**src/rtl/coh_pkg.sv**
```systemverilog
package coh_pkg;
  localparam logic [1:0] LV_I = 2'd0;
  localparam logic [1:0] LV_S = 2'd1;
  localparam logic [1:0] LV_M = 2'd2;

  function automatic logic st_compat(input logic [1:0] a, input logic [1:0] b);
    return !((a == LV_M && b != LV_I) || (b == LV_M && a != LV_I));
  endfunction

  // level a sibling must fall to so that a request for want can be granted
  function automatic logic [1:0] dn_target(input logic [1:0] want);
    return (want == LV_M) ? LV_I : LV_S;
  endfunction
endpackage

```
**src/rtl/coh_rr_arb.sv**
```systemverilog
module coh_rr_arb #(
  parameter int N = 3,
  localparam int IW = (N > 1) ? $clog2(N) : 1
) (
  input  logic          clk_i,
  input  logic          rst_ni,
  input  logic [N-1:0]  req_i,
  input  logic          adv_i,
  output logic          any_o,
  output logic [IW-1:0] idx_o
);
  logic [IW-1:0] ptr_q;
  logic [IW-1:0] cand;
  int            j;

  // lowest offset from ptr_q+1 wins; ptr_q itself is last
  always_comb begin
    any_o = 1'b0;
    idx_o = '0;
    cand  = '0;
    j     = 0;
    for (int k = N; k >= 1; k--) begin
      j = int'(ptr_q) + k;
      if (j >= N) j = j - N;
      cand = IW'(j);
      if (req_i[cand]) begin
        any_o = 1'b1;
        idx_o = cand;
      end
    end
  end

  always_ff @(posedge clk_i or negedge rst_ni) begin
    if (!rst_ni)    ptr_q <= IW'(N - 1);
    else if (adv_i) ptr_q <= idx_o;
  end
endmodule

```
**src/rtl/coh_dir_table.sv**
```systemverilog
module coh_dir_table #(
  parameter int N  = 3,
  parameter int AW = 3,
  localparam int IW    = (N > 1) ? $clog2(N) : 1,
  localparam int DEPTH = 1 << AW
) (
  input  logic                         clk_i,
  input  logic                         rst_ni,
  input  logic [AW-1:0]                addr_i,
  output logic [N-1:0][1:0]            st_row_o,
  output logic [N-1:0]                 wv_row_o,
  output logic [N-1:0][1:0]            wl_row_o,
  input  logic                         st_we_i,
  input  logic [IW-1:0]                child_i,
  input  logic [1:0]                   st_val_i,
  input  logic [N-1:0]                 wt_set_i,
  input  logic [1:0]                   wt_lvl_i,
  input  logic                         wt_clr_i,
  output logic [DEPTH-1:0][N-1:0][1:0] st_all_o
);
  logic [N-1:0][1:0] st_q [DEPTH];
  logic [N-1:0]      wv_q [DEPTH];
  logic [N-1:0][1:0] wl_q [DEPTH];

  assign st_row_o = st_q[addr_i];
  assign wv_row_o = wv_q[addr_i];
  assign wl_row_o = wl_q[addr_i];

  always_comb begin
    for (int a = 0; a < DEPTH; a++) st_all_o[a] = st_q[a];
  end

  always_ff @(posedge clk_i or negedge rst_ni) begin
    if (!rst_ni) begin
      for (int a = 0; a < DEPTH; a++) begin
        st_q[a] <= '0;
        wv_q[a] <= '0;
        wl_q[a] <= '0;
      end
    end else begin
      if (st_we_i) st_q[addr_i][child_i] <= st_val_i;
      for (int i = 0; i < N; i++) begin
        if (wt_set_i[i]) begin
          wv_q[addr_i][i] <= 1'b1;
          wl_q[addr_i][i] <= wt_lvl_i;
        end
      end
      if (wt_clr_i) wv_q[addr_i][child_i] <= 1'b0;
    end
  end
endmodule

```
**src/rtl/coh_data_mem.sv**
```systemverilog
module coh_data_mem #(
  parameter int AW = 3,
  parameter int DW = 16,
  localparam int DEPTH = 1 << AW
) (
  input  logic          clk_i,
  input  logic          ext_we_i,
  input  logic [AW-1:0] ext_addr_i,
  input  logic [DW-1:0] ext_data_i,
  input  logic          wb_we_i,
  input  logic [AW-1:0] wb_addr_i,
  input  logic [DW-1:0] wb_data_i,
  input  logic [AW-1:0] rd_addr_i,
  output logic [DW-1:0] rd_data_o
);
  logic [DW-1:0] mem_q [DEPTH];

  assign rd_data_o = mem_q[rd_addr_i];

  // load port wins over write-back
  always_ff @(posedge clk_i) begin
    if (ext_we_i)     mem_q[ext_addr_i] <= ext_data_i;
    else if (wb_we_i) mem_q[wb_addr_i]  <= wb_data_i;
  end
endmodule

```
**src/rtl/coh_dir_ctrl.sv**
```systemverilog
module coh_dir_ctrl
  import coh_pkg::*;
#(
  parameter int N_CHILD = 3,
  parameter int ADDR_W  = 3,
  parameter int DATA_W  = 16,
  localparam int CW    = (N_CHILD > 1) ? $clog2(N_CHILD) : 1,
  localparam int DEPTH = 1 << ADDR_W
) (
  input  logic                            clk_i,
  input  logic                            rst_ni,
  input  logic [N_CHILD-1:0]              up_valid_i,
  input  logic [N_CHILD-1:0][ADDR_W-1:0]  up_addr_i,
  input  logic [N_CHILD-1:0][1:0]         up_lvl_i,
  output logic [N_CHILD-1:0]              up_ready_o,
  input  logic [N_CHILD-1:0]              dn_valid_i,
  input  logic [N_CHILD-1:0][ADDR_W-1:0]  dn_addr_i,
  input  logic [N_CHILD-1:0][1:0]         dn_lvl_i,
  input  logic [N_CHILD-1:0][DATA_W-1:0]  dn_data_i,
  output logic [N_CHILD-1:0]              dn_ready_o,
  output logic [N_CHILD-1:0]              msg_valid_o,
  output logic [N_CHILD-1:0]              msg_dnreq_o,
  output logic [N_CHILD-1:0][ADDR_W-1:0]  msg_addr_o,
  output logic [N_CHILD-1:0][1:0]         msg_lvl_o,
  output logic [N_CHILD-1:0]              msg_has_data_o,
  output logic [N_CHILD-1:0][DATA_W-1:0]  msg_data_o,
  input  logic                            ld_we_i,
  input  logic [ADDR_W-1:0]               ld_addr_i,
  input  logic [DATA_W-1:0]               ld_data_i
);
  logic                     up_any, dn_any, up_go, grant;
  logic [CW-1:0]            up_idx, dn_idx, act_idx;
  logic [ADDR_W-1:0]        sel_addr;
  logic [1:0]               y_up, need, dn_lvl;
  logic [N_CHILD-1:0][1:0]  st_row, wl_row;
  logic [N_CHILD-1:0]       wv_row, dn_fan;
  logic                     compat, wait_any, wt_clr, wb_we;
  logic [DATA_W-1:0]        mem_rd;
  logic [DEPTH-1:0][N_CHILD-1:0][1:0] st_all;

  coh_rr_arb #(.N(N_CHILD)) u_up_arb (
    .clk_i, .rst_ni, .req_i(up_valid_i), .adv_i(up_go),
    .any_o(up_any), .idx_o(up_idx)
  );

  coh_rr_arb #(.N(N_CHILD)) u_dn_arb (
    .clk_i, .rst_ni, .req_i(dn_valid_i), .adv_i(dn_any),
    .any_o(dn_any), .idx_o(dn_idx)
  );

  assign up_go    = up_any && !dn_any;
  assign act_idx  = dn_any ? dn_idx : up_idx;
  assign sel_addr = dn_any ? dn_addr_i[dn_idx] : up_addr_i[up_idx];
  assign y_up     = up_lvl_i[up_idx];
  assign dn_lvl   = dn_lvl_i[dn_idx];
  assign need     = dn_target(y_up);

  coh_dir_table #(.N(N_CHILD), .AW(ADDR_W)) u_table (
    .clk_i, .rst_ni,
    .addr_i   (sel_addr),
    .st_row_o (st_row),
    .wv_row_o (wv_row),
    .wl_row_o (wl_row),
    .st_we_i  (grant || dn_any),
    .child_i  (act_idx),
    .st_val_i (dn_any ? dn_lvl : y_up),
    .wt_set_i (dn_fan),
    .wt_lvl_i (need),
    .wt_clr_i (wt_clr),
    .st_all_o (st_all)
  );

  coh_data_mem #(.AW(ADDR_W), .DW(DATA_W)) u_mem (
    .clk_i,
    .ext_we_i   (ld_we_i),
    .ext_addr_i (ld_addr_i),
    .ext_data_i (ld_data_i),
    .wb_we_i    (wb_we),
    .wb_addr_i  (sel_addr),
    .wb_data_i  (dn_data_i[dn_idx]),
    .rd_addr_i  (sel_addr),
    .rd_data_o  (mem_rd)
  );

  always_comb begin
    wait_any = |wv_row;
    compat   = 1'b1;
    for (int i = 0; i < N_CHILD; i++) begin
      if (CW'(i) != up_idx && !st_compat(st_row[i], y_up)) compat = 1'b0;
    end
  end

  assign grant = up_go && !wait_any && compat;

  always_comb begin
    for (int i = 0; i < N_CHILD; i++) begin
      dn_fan[i] = up_go && !grant && (CW'(i) != up_idx) &&
                  (st_row[i] > need) && !wv_row[i];
    end
  end

  assign wt_clr = dn_any && wv_row[dn_idx] && (wl_row[dn_idx] >= dn_lvl);
  assign wb_we  = dn_any && (st_row[dn_idx] == LV_M);

  assign up_ready_o = grant  ? (N_CHILD'(1) << up_idx) : '0;
  assign dn_ready_o = dn_any ? (N_CHILD'(1) << dn_idx) : '0;

  for (genvar c = 0; c < N_CHILD; c++) begin : g_lane
    logic own;
    assign own = grant && (up_idx == CW'(c));

    always_ff @(posedge clk_i or negedge rst_ni) begin
      if (!rst_ni) begin
        msg_valid_o[c]    <= 1'b0;
        msg_dnreq_o[c]    <= 1'b0;
        msg_addr_o[c]     <= '0;
        msg_lvl_o[c]      <= '0;
        msg_has_data_o[c] <= 1'b0;
        msg_data_o[c]     <= '0;
      end else begin
        msg_valid_o[c]    <= own || dn_fan[c];
        msg_dnreq_o[c]    <= dn_fan[c];
        msg_addr_o[c]     <= sel_addr;
        msg_lvl_o[c]      <= dn_fan[c] ? need : y_up;
        msg_has_data_o[c] <= own && (st_row[c] == LV_I);
        msg_data_o[c]     <= (own && st_row[c] == LV_I) ? mem_rd : '0;
      end
    end
  end
endmodule

```
**config.mk**
```make
export PLATFORM = sky130hd
export DESIGN_NAME = coh_dir_ctrl
export DESIGN_NICKNAME = d
export VERILOG_FILES = /design/src/rtl/coh_pkg.sv /design/src/rtl/coh_rr_arb.sv /design/src/rtl/coh_dir_table.sv /design/src/rtl/coh_data_mem.sv /design/src/rtl/coh_dir_ctrl.sv
export SDC_FILE = /design/constraint.sdc
export NUM_CORES = 1
export LEC_CHECK = 0
export BUFFER_PORTS_ARGS = -buffer_cell sky130_fd_sc_hd__buf_2
export CORE_MARGIN = 2
export CORE_UTILIZATION = 58
export DETAILED_ROUTE_END_ITERATION = 7
export GPL_TIMING_DRIVEN = 0
export PLACE_DENSITY = 0.8
export SYNTH_ARGS = -nofsm -noshare
export SYNTH_HDL_FRONTEND = slang
export SYNTH_SLANG_ARGS = --single-unit
export TNS_END_PERCENT = 1
```
**constraint.sdc**
```tcl
create_clock -name clk_i -period 7.7 [get_ports clk_i]
set_clock_uncertainty 0.2 [all_clocks]
set_input_delay 0.385 -clock clk_i [delete_from_list [all_inputs] [get_ports clk_i]]
set_output_delay 0.385 -clock clk_i [all_outputs]
set_load 0.01 [all_outputs]
```
=== Word-level counts from Yosys, hierarchy flattened ===
Memory sizes are Yosys's and may differ from the RTL's.
Cells that the tools add are included.

* Register bits after elaboration: 190
* Memories: 1
* Output and inout port bits: 78
* Latch bits: 0
* Word-level logic and storage cells: 292
* Memory bits (writable): 128
* ROM bits: 0
* Input port bits: 106

* Add/sub/neg operators: 12
* Reduce and logical (&&, ||, !) cells: 57
* Muxes and demuxes: 109
* Div/mod/pow operators: 0
* Shifts and indexed selects: 2
* Order comparisons: 22
* Bitwise logic cells: 6
* Equal/unequal tests: 9
* Multipliers: 0

{| class="wikitable"
|+ Memory list
! memory !! depth !! width !! read ports !! clocked after memory_dff !! wr ports !! line !! source
|-
| u_mem.mem_q || 8 || 16 || 1 || 0 || 1 || coh_data_mem.sv:16 || <nowiki>logic [DW-1:0] mem_q [DEPTH];</nowiki>
|}

{| class="wikitable"
|+ Operators by type and width
! cell !! number
|-
| bitwise mux 48 bit || 4
|-
| two-way mux 48 bit || 3
|-
| two-way mux 24 bit || 4
|-
| two-way mux 16 bit || 5
|-
| demux 6 bit (select 3 bit) || 4
|-
| OR 24 bit || 3
|-
| two-way mux 2 bit || 24
|-
| binary-select mux 6 bit (select 3 bit) || 2
|-
| demux 3 bit (select 3 bit) || 4
|-
| two-way mux 6 bit || 6
|-
| logical AND 1 bit || 33
|-
| binary-select mux 16 bit (select 2 bit) || 1
|-
| two-way mux 3 bit || 10
|-
| less-than comparator 2 x 3 -> 1 bit (second input constant) || 9
|-
| two-way mux 1 bit || 25
|-
| bitwise AND 24 bit || 1
|-
| inverter 24 bit || 1
|-
| greater-or-equal comparator 3 x 2 -> 1 bit (second input constant) || 6
|-
| binary-select mux 2 bit (select 2 bit) || 4
|-
| OR reduction 16 bit || 1
|-
| binary-select mux 1 bit (select 2 bit) || 7
|-
| adder 2 x 2 -> 3 bit (second input constant) || 4
|-
| binary-select mux 3 bit (select 2 bit) || 2
|-
| equality test 2 bit (second input constant) || 6
|-
| 21 further kinds || 48
|}

=== Logic depth before layout (Yosys ltp) ===
Gate-level depths: netlist of run 1.

* Depth after elaboration: 35
* Depth in mapped cells: 27
* Depth with buffers taken out: 21

=== By module ===
From an unflattened synthesis of run 1, not the netlist that was laid out.

* Cells, all modules: 1060
* Area, all modules: 14866.8 µm²

{| class="wikitable"
|+ Modules (own cells, without submodules)
! module !! area an instance (µm²) !! instances !! cells an instance !! sequential area each (µm²)
|-
| coh_dir_table || 5763.0 || 1 || 410 || 3002.9
|-
| coh_data_mem || 5238.8 || 1 || 226 || 3843.7
|-
| coh_dir_ctrl || 3409.5 || 1 || 366 || 1651.6
|-
| coh_rr_arb || 227.7 || 2 || 29 || 51.3
|}

=== Worst setup path after synthesis of run 1 ===
OpenSTA, ideal clock, no wires.

* Path kind: register -> register
* Start point: reg u_dn_arb.ptr_q[1]
* End point: reg u_table.wv_q[0] in the netlist's numbering
* Setup slack: 2058 ps
* Library setup time: 173 ps
* Data required time: 7327 ps
* Clock period less this slack: 5642 ps
* Path buffers: 8
* Data arrival time: 5269 ps
* Cell stages (with the launch flop): 28
* Cell sequence: dfstp_2 inv_1 ha_1 buf_4 mux2i_1 a21oi_1 or3_1 buf_2 a2111oi_1 or3_1 buf_4 buf_6 buf_6 buf_6 buf_2 buf_1 nor2_1 nor2_1 o22ai_1 o21ai_0 o221ai_1 o211ai_1 o21ai_0 ha_1 nand2b_1 a21oi_1 nor4_1 a22oi_1

* Cells in the longest elaborated chain, start to end: 35
* Elaborated cells between the ends (all ways): 114
* Classes of those cells: 6 x add/sub; 11 x order compare; 3 x eq/ne; 49 x mux; 6 x bitwise; 39 x reduce/logical

{| class="wikitable"
|+ Ends and longest elaborated chain
! element !! line !! source
|-
| start: declaration || coh_rr_arb.sv:12 || <nowiki>logic [IW-1:0] ptr_q;</nowiki>
|-
| start signal: assignment || coh_rr_arb.sv:34 || <nowiki>if (!rst_ni) ptr_q <= IW'(N - 1);</nowiki>
|-
| start signal: assignment || coh_rr_arb.sv:35 || <nowiki>else if (adv_i) ptr_q <= idx_o;</nowiki>
|-
| adder 2 x 2 -> 3 bit || coh_rr_arb.sv:23 || <nowiki>j = int'(ptr_q) + k;</nowiki>
|-
| greater-or-equal comparator 3 x 2 -> 1 bit or subtractor 2 x 1 -> 2 bit (tied branches) || coh_rr_arb.sv:24 || <nowiki>if (j >= N) j = j - N;</nowiki>
|-
| two-way mux 2 bit || coh_rr_arb.sv:24 ||
|-
| binary-select mux 1 bit (select 2 bit) || coh_rr_arb.sv:26 || <nowiki>if (req_i[cand]) begin</nowiki>
|-
| two-way mux 1 bit (implied by the code) || coh_rr_arb.sv:26 ||
|-
| two-way mux 2 bit (3 in a row) || coh_rr_arb.sv:26 ||
|-
| binary-select mux 3 bit (select 2 bit) || coh_dir_ctrl.sv:53 || <nowiki>assign sel_addr = dn_any ? dn_addr_i[dn_idx] : up_addr_i[up_idx];</nowiki>
|-
| two-way mux 3 bit (implied by the code) || coh_dir_ctrl.sv:53 ||
|-
| (+17 left out) || -- ||
|-
| logical AND 1 bit || coh_dir_ctrl.sv:98 || <nowiki>(st_row[i] > need) && !wv_row[i];</nowiki>
|-
| two-way mux 24 bit || coh_dir_table.sv:43 || <nowiki>if (wt_set_i[i]) begin</nowiki>
|-
| OR 24 bit (no source line) || -- ||
|-
| two-way mux 24 bit || coh_dir_table.sv:43 ||
|-
| OR 24 bit (no source line) || -- ||
|-
| two-way mux 24 bit || coh_dir_table.sv:43 ||
|-
| bitwise AND 24 bit (no source line) || -- ||
|-
| two-way mux 24 bit (*) || coh_dir_table.sv:48 || <nowiki>if (wt_clr_i) wv_q[addr_i][child_i] <= 1'b0;</nowiki>
|-
| end signal: indexed assignment || coh_dir_table.sv:37 || <nowiki>wv_q[a] <= '0;</nowiki>
|-
| end signal: indexed assignment || coh_dir_table.sv:44 || <nowiki>wv_q[addr_i][i] <= 1'b1;</nowiki>
|-
| end signal: indexed assignment || coh_dir_table.sv:48 ||
|-
| end: declaration || coh_dir_table.sv:22 || <nowiki>logic [N-1:0] wv_q [DEPTH];</nowiki>
|}

Every way passes the cells marked *; elsewhere a longest branch is shown, timed or not. The select of a mux whose other input is x is not followed.
A chain may end at the register's enable or synchronous reset.

=== Worst setup path in the final report of run 1 ===
* Start point: reg u_up_arb.ptr_q[1]
* End point: reg u_table.wv_q[0] in the netlist's numbering

* Cells in the longest elaborated chain, start to end: 35
* Elaborated cells between the ends (all ways): 119
* Classes of those cells: 6 x add/sub; 11 x order compare; 6 x eq/ne; 50 x mux; 6 x bitwise; 40 x reduce/logical

{| class="wikitable"
|+ Ends and longest elaborated chain
! element !! line
|-
| start: declaration || coh_rr_arb.sv:12
|-
| start signal: assignment || coh_rr_arb.sv:34
|-
| start signal: assignment || coh_rr_arb.sv:35
|-
| adder 2 x 2 -> 3 bit || coh_rr_arb.sv:23
|-
| greater-or-equal comparator 3 x 2 -> 1 bit or subtractor 2 x 1 -> 2 bit (tied branches) || coh_rr_arb.sv:24
|-
| two-way mux 2 bit || coh_rr_arb.sv:24
|-
| binary-select mux 1 bit (select 2 bit) || coh_rr_arb.sv:26
|-
| two-way mux 1 bit (implied by the code) || coh_rr_arb.sv:26
|-
| two-way mux 2 bit (3 in a row) || coh_rr_arb.sv:26
|-
| binary-select mux 3 bit (select 2 bit) || coh_dir_ctrl.sv:53
|-
| two-way mux 3 bit (implied by the code) || coh_dir_ctrl.sv:53
|-
| (+17 left out) || --
|-
| logical AND 1 bit || coh_dir_ctrl.sv:98
|-
| two-way mux 24 bit || coh_dir_table.sv:43
|-
| OR 24 bit (no source line) || --
|-
| two-way mux 24 bit || coh_dir_table.sv:43
|-
| OR 24 bit (no source line) || --
|-
| two-way mux 24 bit || coh_dir_table.sv:43
|-
| bitwise AND 24 bit (no source line) || --
|-
| two-way mux 24 bit (*) || coh_dir_table.sv:48
|}

Marks and branches as above.

==> metrics.md, run 1 <==
| Metric | Value |
|---|---|
| Worst setup EP type | flip-flop |
| Fmax | about 0.13 GHz |
| Synth Area in Adders | about 1% |
| Rows | 56 |
| XOR/XNOR Fraction of Synth Area | 0% |
| Post-route antenna net violation count | 0 |
| Die height | around 160 µm |
| N_diodes | 0 |
| Most common cell in the netlist | nand2_1 |
| Post-Place Cells | between 1500 and 2000 |
| Drt initial violations | approximately 1700 |
| Worst R2R Path Depth | 22 |
| Final Net Count | roughly 1500 |
| Max Slew Vio Count | 0 |
| Final Non-Filler Cells | roughly 1800 |
| Crit path from | u_up_arb.ptr_q[1] |
| Netlist cell types | 84 |
| Crit path DAT | just under 8000 ps |
| Rel. slew slack | roughly a tenth |
| Hold Crit Depth | 2 |
| Clock Tree Root | clkbuf_16 |
| Post-Syn Area | 0.0137 mm² |
| IO Port Bufs | 183 |
| Worst-path fanout max | 10 |
| Multi-input gate area | 0.00529 mm² |
| Post-Syn Instances | around 1200 |
| Register Area | 0.00800 mm² |
| Post-synth top area share | around 30% |
| Vias in the first global route | 10600 |
| Starting Density | slightly below 60% |
| Total die area | around 0.025 mm² |
| Die width | between 150 and 200 µm |
| Final hold vios | 0 |
| TritonRoute pass-1 iters | 7 |
| Largest net degree at the start of global routing | between 100 and 150 |
| GPL Wtd Cong | 0.995 |
| Total global routing overflow | 0 |
| Share of cells above drive strength 1 | 25.3% |
| Clock Path Buffers | 3 |
| Syn_nets | about 1300 |
| Post-synth top area cell | dfrtp_1 |
| DP HPWL | 29100 µm |
| Fin Setup TNS | 0 ps |
| Simple-Gate Fraction of Synth Area | between 10% and 20% |
| Largest family of logic cells by synthesized area | compound AO/OA/AOI/OAI gates |
| H-tree levels | 1 |
| FF-to-FF setup slack | 250 ps |
| Sequential cell area fraction in the yosys report | approximately three fifths |
| CP startpoint kind | flip-flop |
| Post-DR wirelength/cell | about 24 µm |
| Max_cap viols | 0 |
| Routed vias/inst | 6.41 |
| DR DRC count | 0 |
| Layout area overhead | 18.4% |
| Async SR Flop Fraction | between 50% and 60% |
| Top FF cell, synth | dfrtp_1 |
| Hold Path Class | primary input to flip-flop |
| Worst R2R Start | u_up_arb.ptr_q[1] |
| EDFF count, synth | about 130 |
| Core box area | about 0.023 mm² |
| Sinks on Clock Net | a little under 300 |
| Tcrit/Tclk final | a little over nine tenths |
| Final worst setup slack | between 200 and 300 ps |
| RSZ-0062 raised after global routing | false |
| Reg-to-Reg End | u_table.wv_q[0] |
| Via count | roughly 11000 |
| Yosys warns | 0 |
| Io pins | between 150 and 200 |
| Worst-path clk slew | around 70 ps |
| Final WL | between 40000 and 50000 µm |
| Status | finished, final reports clean |
| Worst-skew pair later-pin latency | around 560 ps |
| Fin crit period | about 7400 ps |
| Avg Cell Area, Syn | about 12 µm² |
| Critical Setup Path Class | flip-flop to flip-flop |
| FF+latch count, synth | 294 |
| Number of buffers created by CTS | 29 |
| Pre-CTS setup slack | -221 ps |
| WP data required | about 8000 ps |
| Worst setup path endpoint | u_table.wv_q[0] |
| Slew @ Worst Pin | 1340 ps |
| GRT Util Overall | between 30 and 40% |
| Compound-Gate Fraction of Synth Area | ~15% |
| Commonest cells post-synth | nand2_1 (183), dfrtp_1 (164), edfxtp_1 (128), nor2_1 (92), mux2_2 (63) |
| CTS tree | yes |
| Final setup viols | 0 |
| First-pass GRT wire length | around 62000 µm |
| Fillers | about 1700 |
| Ranking of synthesized cells by area | dfrtp_1 (30%), edfxtp_1 (28%), mux2_2 (5.2%), nand2_1 (5.0%), nor2_1 (2.5%) |
| Initial antenna violation count | 0 |
| Mux share of post-synthesis cell area | around 7.8% |
[sequential cells by signal, summed over array words and instances, names as in the netlist]
register,flops
msg_addr_o,3
msg_data_o,48
msg_dnreq_o,3
msg_has_data_o,3
msg_lvl_o,6
msg_valid_o,3
u_dn_arb.ptr_q,2
u_mem.mem_q,128
u_table.st_all_o,48
u_table.wl_q,24
u_table.wv_q,24
u_up_arb.ptr_q,2
[area by class of cell]
| class | instances | area share (%) |
|---|---|---|
| Sequential cell | 294 | 49.3 |
| Multi-Input combinational cell | 795 | 32.6 |
| Timing Repair Buffer | 193 | 6.54 |
| Clock buffer | 37 | 5.04 |
| Tap cell | 319 | 2.46 |
| Buffer | 69 | 2.34 |
| Clock inverter | 15 | 0.987 |
| Inverter | 33 | 0.771 |
[critical path, stage by stage, from the launching register on]
cell and delay (ps):
dfstp_2 530, inv_1 60, ha_1 290, buf_2 210
mux2_2 370, a21boi_2 240, a221oi_1 140, o31ai_1 490
nand3_2 320, inv_2 240, buf_2 300, buf_2 350
buf_1 590, clkbuf_1 590, nand2_1 380, o221ai_1 340
o211ai_1 110, o21ai_0 170, ha_1 290, nand2b_1 140
a21oi_1 570, nor4_4 190, a22oi_1 230
[worst min-delay path by stage]
stage / startpoint / to / slack (ps)
2_1_floorplan: rst_ni / msg_addr_o[3] / -110
3_3_place_gp: u_table.st_all_o[21] / u_table.st_all_o[21] / 290
3_5_place_dp: rst_ni / u_table.st_all_o[31] / 100
4_1_cts: up_lvl_i[1] / msg_lvl_o[5] / 60
5_1_grt: ld_data_i[0] / u_mem.mem_q[3][0] / 80
6_report: ld_data_i[0] / u_mem.mem_q[1][0] / 70
[what timing repair did]
action	4_1_cts	5_1_grt
gates cloned	0	0
setup endpoints to repair	16	24
buffers inserted	0	2
gates resized for setup	2	3
hold endpoints to repair	42	0
pin swaps	0	1
hold buffers	1	0
[per-layer routing]
| metal | global-route usage (%) | wire length [µm] |
|---|---|---|
| met1 | 46.4 | 15800 |
| met4 | 12.5 | 1460 |
| met5 | 0 | 0 |
| met3 | 8.16 | 4960 |
| met2 | 51.8 | 19400 |
[cells by family (layout without fill, tap and decap cells)]
family / Yosys count / count (layout)
fa+ha+maj: 11 / 11
simple gates: 420 / 420
other cells: 1 / 1
buf+inv: 103 / 347
mux: 97 / 97
flops: 294 / 294
compound gates: 266 / 266
[stage by stage]
| step | hold slack [ps] | util [%] | cell area, µm² |
|---|---|---|---|
| after detailed placement | 95.9 | 65.1 | 15200 |
| after floorplan | -111 | - | 13700 |
| after CTS | 64.5 | 69.4 | 16200 |
| after global placement | 289 | 64.4 | 15000 |
| final | 73.3 | 69.6 | 16200 |
| after global routing | 84.9 | 69.6 | 16200 |
[layout by cell type, fill, tap and decap left out, types with 6 or more instances in the layout]
master	count
o21a_1	6
a21o_1	12
o2bb2ai_1	19
clkbuf_1	33
nand2_1	183
a221o_1	10
a22oi_1	34
o221ai_1	6
buf_6	10
ha_1	11
nor2_1	92
buf_4	14
o21ai_1	9
a31oi_1	8
clkinv_1	7
edfxtp_1	128
mux2_2	63
nor2b_1	37
buf_1	8
mux2i_1	21
o22ai_1	10
nor3b_1	10
buf_2	194
inv_1	26
clkbuf_16	31
mux2_1	12
a2bb2oi_1	18
nand2b_1	9
nand4_1	7
a221oi_1	15
nor3_1	21
dfrtp_1	164
o2bb2ai_2	6
a211oi_1	6
nand3_1	26
a21oi_1	45
o21ai_0	11
Power of run 1 is left out: the tool's default activity adds up to more than one toggle a clock period on the data nets, which glitch-free logic cannot reach.
==> inputs of run 2 (changes only) <==
--- a/config.mk
+++ b/config.mk
@@ -6,11 +6,12 @@
 export NUM_CORES = 1
 export LEC_CHECK = 0
 export BUFFER_PORTS_ARGS = -buffer_cell sky130_fd_sc_hd__buf_2
-export CORE_MARGIN = 2
+export CORE_MARGIN = 1.5
 export CORE_UTILIZATION = 58
 export DETAILED_ROUTE_END_ITERATION = 7
 export GPL_TIMING_DRIVEN = 0
 export PLACE_DENSITY = 0.8
+export RECOVER_POWER = 25
 export SYNTH_ARGS = -nofsm -noshare
 export SYNTH_HDL_FRONTEND = slang
 export SYNTH_SLANG_ARGS = --single-unit
==> run 2 against run 1 <==
  * Worst setup slack improved by 130 ps
  * First-iteration DRC count decreased by 23%
  * The run now ends with capacitance limit, slew limit left
  * Non-clock buffer count increased by 1
  * Critical path depth unchanged
==> metrics.md, run 2 (same netlist as run 1, synthesis figures left out) <==
| Metric | Value |
|---|---|
| Final setup viols | 0 (unchanged) |
| Total global routing overflow | 0 (unchanged) |
| Max_cap viols | 4 (+4) |
| Hold Path Class | primary input to flip-flop |
| Drt initial violations | 1316 (-23%) |
| Critical Setup Path Class | flip-flop to flip-flop |
| Die height | 157 µm (-0.63%) |
| Met2 usage | 52.8% (+1.0 points) |
| Final Net Count | 1533 (+0.065%) |
| Fmax | 0.137 GHz (+1.8%) |
| Post-route antenna net violation count | 0 (unchanged) |
| Vias in the first global route | 10800 (+1.3%) |
| GRT Util Overall | 34.1% (+0.51 points) |
| Core box area | 0.0233 mm² (unchanged) |
| Worst-path clk slew | 60 ps (about the same) |
| Failing checks | capacitance limit, slew limit |
| Slew @ Worst Pin | 2940 ps (+1600 ps) |
| GRT met1 Usage | 45.7% (-0.69 points) |
| Initial antenna violation count | 0 (unchanged) |
| Clock Tree Root | clkbuf_16 |
| Rows | 56 (unchanged) |
| Hold Crit Depth | 2 (unchanged) |
| Status | complete, but fails checks |
| FF-to-FF setup slack | 390 ps (+130 ps) |
| Utilization after layout | 69.4% (-0.12 points) |
| Total die area | 0.0246 mm² (-1.3%) |
| Met3 Resource Use GR | 8.53% (+0.37 points) |
| CP startpoint kind | flip-flop |
| RSZ-0062 raised after global routing | false |
| Starting Density | 58.8% (unchanged) |
| Most common cell after layout, fill and taps aside | buf_2 |
| Final hold vios | 0 (unchanged) |
| Share of cells above drive strength 1 | 25.9% (+0.52 points) |
| Worst setup EP type | flip-flop |
| WP data required | 7950 ps (about the same) |
| N_diodes | 0 (unchanged) |
| GPL Wtd Cong | 0.950 (-4.6%) |
| Layout area overhead | 18.2% |
| Sinks on Clock Net | 294 (unchanged) |
| First-pass GRT wire length | 62300 µm (+0.44%) |
| Final Non-Filler Cells | 1757 (+0.11%) |
| Io pins | 184 (unchanged) |
| Final WL | 41500 µm (about the same) |
| Routed vias/inst | 6.31 (-1.6%) |
| Fin crit period | 7310 ps (-135 ps) |
| Max Slew Vio Count | 169 (+169) |
| Post-Place Cells | 1701 (unchanged) |
| Worst-path fanout max | 10 (unchanged) |
| Die width | 157 µm (-0.63%) |
| Most frequent cells in the layout | buf_2 (194), nand2_1 (183), dfrtp_1 (164) |
| Worst R2R Start | u_up_arb.ptr_q[1] |
| Reg-to-Reg End | u_table.wv_q[18] |
| Worst-skew pair later-pin latency | 550 ps (about the same) |
| DR DRC count | 0 (unchanged) |
| Rel. slew slack | -96.1% (-110 points) |
| CTS tree | yes |
| Crit path from | u_up_arb.ptr_q[1] |
| Top reg by flops | u_mem.mem_q |
| Largest net degree at the start of global routing | 123 (-1.6%) |
| Number of buffers created by CTS | 29 (unchanged) |
| IO Port Bufs | 183 (unchanged) |
| DP HPWL | 29100 µm (-0.30%) |
| Post-DR wirelength/cell | 23.6 µm (-0.10%) |
| Crit path DAT | 7570 ps (-130 ps) |
| Number of flip-flops in the largest register | 128 (unchanged) |
| Via count | 11100 (-1.5%) |
| H-tree levels | 1 (unchanged) |
| Worst setup path endpoint | u_table.wv_q[18] |
| Worst R2R Path Depth | 22 (unchanged) |
| Tcrit/Tclk final | 95.0% (-1.7 points) |
| Fin Setup TNS | 0 ps (unchanged) |
| Busiest grt layer | met2 |
| TritonRoute pass-1 iters | 7 (unchanged) |
| Clock Path Buffers | 3 (unchanged) |
==> run 2: through the flow <==
| stage | setup WS, ps | area, µm² | hold WS [ps] |
|---|---|---|---|
| after floorplan | 2060 | 13700 | -111 |
| after global placement | -107 | 15000 | 287 |
| after detailed placement | -184 | 15200 | 100 |
| after CTS | -178 | 16200 | 49.4 |
| after global routing | 29.4 | 16200 | 59.5 |
| final | 385 | 16200 | 43.2 |
==> run 2: how the worst min path moves through the flow <==
| stage | start | to | slack [ps] |
|---|---|---|---|
| detailed placement | rst_ni | u_table.st_all_o[24] | 100 |
| finish | ld_data_i[0] | u_mem.mem_q[6][0] | 40 |
| CTS | ld_data_i[0] | u_mem.mem_q[7][0] | 50 |
| global placement | u_table.st_all_o[2] | u_table.st_all_o[2] | 290 |
| global route | ld_data_i[0] | u_mem.mem_q[6][0] | 60 |
| floorplan | rst_ni | msg_addr_o[3] | -110 |
==> run 2: area by class of cell <==
cell class / count / area (µm²)
Clock inverter: 15 / 161
Inverter: 33 / 125
Clock buffer: 38 / 810
Timing Repair Buffer: 193 / 1030
Sequential cell: 294 / 8000
Tap cell: 319 / 399
Fill cell: 1696 / 7130
Multi-Input combinational cell: 795 / 5290
Buffer: 70 / 385
==> run 2: timing repair <==
item,4_1_cts,5_1_grt
gates resized for setup,0,7
pin swaps,0,1
endpoints found under the hold margin,44,0
endpoints found under the setup margin,18,24
buffers inserted,0,2
hold buffers,1,0
==> run 2: routing by layer <==
| layer | vias to the layer above | share of wire, % | routed length [µm] |
|---|---|---|---|
| met5 | - | 0 | 0 |
| met4 | 0 | 4.4 | 1830 |
| met3 | 136 | 11 | 4580 |
| met2 | 724 | 46 | 19200 |
| met1 | 5397 | 38 | 15900 |
| li1 | 4822 | - | - |
==> run 2: critical path, cell delays in order (launching register included) <==
cell and delay, ps:
dfstp_2 530, inv_1 70, ha_1 280, buf_2 210, mux2_2 380, a21boi_2 230, a221oi_1 130, o31ai_1 480
nand3_2 320, inv_2 250, buf_2 290, buf_2 340, buf_1 520, clkbuf_1 610, nand2_1 390, o221ai_1 320
o211ai_1 110, o21ai_0 160, ha_1 290, nand2b_1 140, a21oi_1 540, nor4_4 180, a22oi_1 250
Power of run 2 is left out for the same reason.
